### src/rtl/bus_ack_seq.sv
module bus_ack_seq #(
  parameter int ACK_W = 2
) (
  input  logic             clk,
  input  logic             rst_n,
  input  logic             sel_n,
  input  logic             rw,
  input  logic             as_n,
  output logic             rd_stb_n,
  output logic             wr_stb_n,
  output logic [ACK_W-1:0] ack_n
);

  typedef enum logic [2:0] {
    S_IDLE  = 3'd0,
    S_SETUP = 3'd1,
    S_STB_A = 3'd2,
    S_STB_B = 3'd3,
    S_ACK   = 3'd4,
    S_HOLD  = 3'd5
  } st_t;

  st_t  st, nxt;
  logic rw_q, rd_q, wr_q, ack_q;

  always_comb begin
    nxt = st;
    case (st)
      S_IDLE:  if (!sel_n && !as_n) nxt = S_SETUP;
      S_SETUP: nxt = S_STB_A;
      S_STB_A: nxt = S_STB_B;
      S_STB_B: nxt = S_ACK;
      S_ACK:   nxt = S_HOLD;
      S_HOLD:  nxt = S_HOLD;
      default: nxt = S_IDLE;
    endcase
    if (st != S_IDLE && as_n) nxt = S_IDLE;
  end

  wire rw_nxt    = (st == S_IDLE) ? rw : rw_q;
  wire strobe_on = (nxt == S_STB_A) || (nxt == S_STB_B);
  wire ack_on    = (nxt == S_ACK) || (nxt == S_HOLD);

  always_ff @(negedge clk or negedge rst_n) begin
    if (!rst_n) begin
      st    <= S_IDLE;
      rw_q  <= 1'b1;
      rd_q  <= 1'b1;
      wr_q  <= 1'b1;
      ack_q <= 1'b1;
    end else begin
      st    <= nxt;
      rw_q  <= rw_nxt;
      rd_q  <= !(strobe_on && rw_nxt);
      wr_q  <= !(strobe_on && !rw_nxt);
      ack_q <= !ack_on;
    end
  end

  assign rd_stb_n = rd_q;
  assign wr_stb_n = wr_q;
  assign ack_n    = {ACK_W{ack_q}};

  assert_one_strobe_R4: assert property (@(negedge clk) disable iff (!rst_n)
    !(!rd_stb_n && !wr_stb_n));

  assert_quiet_during_ack_R6: assert property (@(negedge clk) disable iff (!rst_n)
    (ack_n != {ACK_W{1'b1}}) |-> (rd_stb_n && wr_stb_n));

  assert_no_false_start_R2: assert property (@(negedge clk) disable iff (!rst_n)
    (st == S_IDLE && (sel_n || as_n)) |=> (st == S_IDLE && rd_stb_n && wr_stb_n));

  assert_abort_clears_R8: assert property (@(negedge clk) disable iff (!rst_n)
    (st != S_IDLE && as_n) |=> (rd_stb_n && wr_stb_n && ack_n == {ACK_W{1'b1}}));

  assert_ack_holds_R7: assert property (@(negedge clk) disable iff (!rst_n)
    (ack_n == {ACK_W{1'b0}} && !as_n) |=> (ack_n == {ACK_W{1'b0}}));

endmodule

### config.mk
export PLATFORM = sky130hd
export DESIGN_NAME = bus_ack_seq
export DESIGN_NICKNAME = d
export VERILOG_FILES = /design/src/rtl/bus_ack_seq.sv
export SDC_FILE = /design/constraint.sdc
export NUM_CORES = 1
export LEC_CHECK = 0
export CAP_MARGIN = 20
export CORE_AREA = 2 2 39 41
export CTS_CLUSTER_DIAMETER = 60
export CTS_CLUSTER_SIZE = 10
export DETAILED_ROUTE_END_ITERATION = 12
export DIE_AREA = 0 0 41 43
export DONT_BUFFER_PORTS = 1
export PLACE_DENSITY = 0.39
export SKIP_LAST_GASP = 1
export SLEW_MARGIN = 10
export SYNTH_ARGS = -nofsm -noshare
export SYNTH_HDL_FRONTEND = slang
export SYNTH_SLANG_ARGS = --single-unit
### constraint.sdc
create_clock -name clk -period 1.02 [get_ports clk]
set_clock_uncertainty 0.1 [all_clocks]
set_input_delay 0 -clock clk [delete_from_list [all_inputs] [get_ports clk]]
set_output_delay 0 -clock clk [all_outputs]
set_load 0.05 [all_outputs]
# After elaboration in Yosys (flattened, before gate mapping)
# Index checks and enable logic that the tools add are counted.
op_classes:
  n_mux: 4
  eq_ne: 9
  reduce_logical: 15
ops:
  columns: ["operator", "n"]
  rows:
  - ["$pmux W3 S5", 1]
  - ["$eq A3 B2 Y1 const B", 4]
  - ["$eq A3 B3 Y1 const B", 4]
  - ["$logic_not A1 Y1", 6]
  - ["$mux W3", 2]
  - ["$logic_and A1 B1 Y1", 4]
  - ["$eq A3 B1 Y1 const B", 1]
  - ["$logic_not A3 Y1", 1]
  - ["$reduce_bool A3 Y1", 1]
  - ["$logic_or A1 B1 Y1", 2]
  - ["$reduce_or A2 Y1", 1]
  - ["$mux W1", 1]
totals:
  regBits: 7
  elab_cells: 33

# Longest topological paths before layout
depth:
  depth_word: 9
  depth_mapped: 3
  ltp_nobuf: 3

==> results.ini <==
[routing]
drt_iter0_drc=0
drt-vias-per-instance=4.06
remaining_drc_errors=0
routed_wl_um=536
vias=199
dr.pass1.iters=1
ant_nets=0
wire_per_inst_um=10.9

[yosys]
ys_types=15
synth_area_um2=287
syn-instance-count=24
ys_warn_count=0
synth_most_common_cell=dfstp_2
ys_ff_latch=7
ys_top_cells_by_count=dfstp_2, dfrtn_1, inv_1
synthTopCellsByArea=dfstp_2, dfrtn_1, buf_4
synthDominantCellAreaShare_pct=36.7
synth-edff-count=0
ys.flop_type=dfstp_2
async_flop_share_pct=100
synthesis.nets=29
avgSynthCellArea_um2=11.9
yosysSeqAreaShare_pct=62.9
synth_top_cell_by_area=dfstp_2

[layout]
postLayoutCellArea_um2=407
num_antenna_cells=0
synthToLayoutAreaGrowth_pct=41.9
nets=39
drive_gt1_share_pct=45.5

[clock_tree]
cts_inserted_buffers=3
clkSlewWorstSetupHoldPaths_ps=40
cts_tree=done
clock_latency_ps=300
cts.sinks=7
clockBufferDepth=2
cts-root-buf=clkbuf_4
htreeDepth=1

[worst_hold_path]
worstHoldPathType=primary input to register

[run_status]
status=finished with violations
violations=negative setup slack

[power_and_ir_drop]
sequentialPowerShare_pct=47.6
finalPower_uw=852
p_switching_uw=269
combPwrFrac_pct=17.6
p_leak_uw=0.000192
power.density_nw_per_um2=2090
internal-power_uw=582
clockPowerShare_pct=34.9
vdd_drop_max_mv=0.559
swShare_pct=31.6

[die]
die_h_um=43
io_pins=9
coreArea_um2=1380
die_width_um=41
num_rows=14
dieArea_um2=1760
start_util_pct=20.7

[setup_path]
path_max_fanout=2
crit_chain=buf_12
critPathSlowestCell=dfstp_2
critical_path.top_delay_family=flip-flops
path_class=register to primary output
critPathLaunchType=register
crit_buf_inv=1
endpoint_kind=primary output
crit_arrival_ps=1510
cp.required_ps=920
crit_path_max_incr_delay_ps=530

[grt]
antenna_found_initial=0
grt_usage_pct=8.27
grt_use_met1_pct=7.49
grt_pass1_vias=202
grt_pass1_wl_um=897
grt_util_met3_pct=5.24
grt.overflow.total=0
use_met2_pct=12.5
grt_start_max_net_pins=8
grt_busiest_layer=met2

[timing]
relSlewSlack_pct=78.8
rsz0062_at_grt=yes
slew_viol_final=0
worstMarginPinSlew_ps=316
setup_ws_ps=-591
hold_violations=0
setup_viol=9

[run]
cap_violations=0

[placement]
placed_area_um2=328
portBuffers=0
gp_congestion=0.664

==> state kept, by name (all words and copies together) (netlist names) <==
| register | flops |
|---|---|
| st | 3 |
| ack_q | 1 |
| rd_stb_n | 1 |
| rw_q | 1 |
| wr_stb_n | 1 |
==> stage by stage <==
step | setup WS (ps) | TNS [ps] | utilization [%] | std cells | hold WS [ps]
6_report | -591 | -2530 | 29.4 | 49 | 183
5_1_grt | -652 | -3040 | 29.4 | 49 | 177
4_1_cts | -603 | -2490 | 27.9 | 48 | 179
3_5_place_dp | -281 | -1240 | 23.7 | 40 | 6.08
3_3_place_gp | -280 | -1160 | 23.7 | 40 | 6.09
2_1_floorplan | -262 | -1050 | - | 24 | 5.84
==> power by group through the flow <==
stage / sequential, uW / clock (uW) / combinational [uW]
6_report: 405 / 297 / 149
5_1_grt: 413 / 362 / 161
3_5_place_dp: 406 / 30.5 / 109
4_1_cts: 404 / 315 / 126
3_3_place_gp: 403 / 30.5 / 108
2_1_floorplan: 398 / 30.5 / 95.6
==> cells in the final DEF, fill, tap and decap left out, drive strengths merged <==
cell type,synthesis,routed
a21oi,1,1
dfstp,4,4
nor2,1,1
a21o,1,1
clkinv,0,1
dfrtn,3,3
nand2,1,1
nand3b,1,1
nor3,2,2
xnor2,1,1
clkbuf,0,3
o21ai,1,1
mux2,1,1
dlygate4sd3,0,1
nand2b,2,2
inv,3,6
buf,2,3
==> timing repair <==
action | CTS | global route
pin swaps | 2 | 2
hold buffers | 1 | 0
setup buffers | 0 | 1
gates resized for setup | 3 | 3
setup endpoints to repair | 8 | 9
endpoints found under the hold margin | 7 | 0
==> cell families (layout without fill, tap and decap cells) <==
family | Yosys count | after routing | share of synthesized area [%]
XOR/XNOR | 1 | 1 | 3.06
flip-flops | 7 | 7 | 62.9
buffers and inverters | 5 | 14 | 9.17
AO/OA/AOI/OAI | 3 | 3 | 6.11
multiplexers | 1 | 1 | 3.93
AND/OR/NAND/NOR | 7 | 7 | 14.8
==> path summary, 6_finish.rpt <==
path / start / endpoint / slack (ps) / cells past startpoint
max in group asynchronous: rst_n / ack_q$_DFF_NN1_ / 90 / 1
worst min-delay path: as_n / st[0]$_DFF_NN0_ / 180 / 1
min in group asynchronous: rst_n / st[0]$_DFF_NN0_ / 360 / 1
worst min register to register: rw_q$_DFF_NN1_ / rd_stb_n$_DFF_NN1_ / 350 / 1
worst max register to register: st[1]$_DFF_NN0_ / rw_q$_DFF_NN1_ / -60 / 3
worst max-delay path: ack_q$_DFF_NN1_ / ack_n[0] / -590 / 1
==> cell type report <==
type                    instances  area [um2]
well taps                      16        20.0
clock buffers                   3        22.5
repair buffers                  4        52.6
inverters                       2        7.51
fillers                       155         977
clock inverters                 5        18.8
multi-input cells              12         105
flip-flops and latches          7         180
==> metal layers <==
layer  wire length, um  part of all wire [%]  vias up
met2               303                    57        5
met3                46                   8.6        2
met4                 4                  0.75        0
met1               181                    34      100
li1                  -                     -       92
met5                 0                     0        -
Note: power is estimated with default switching activity, not from simulation.
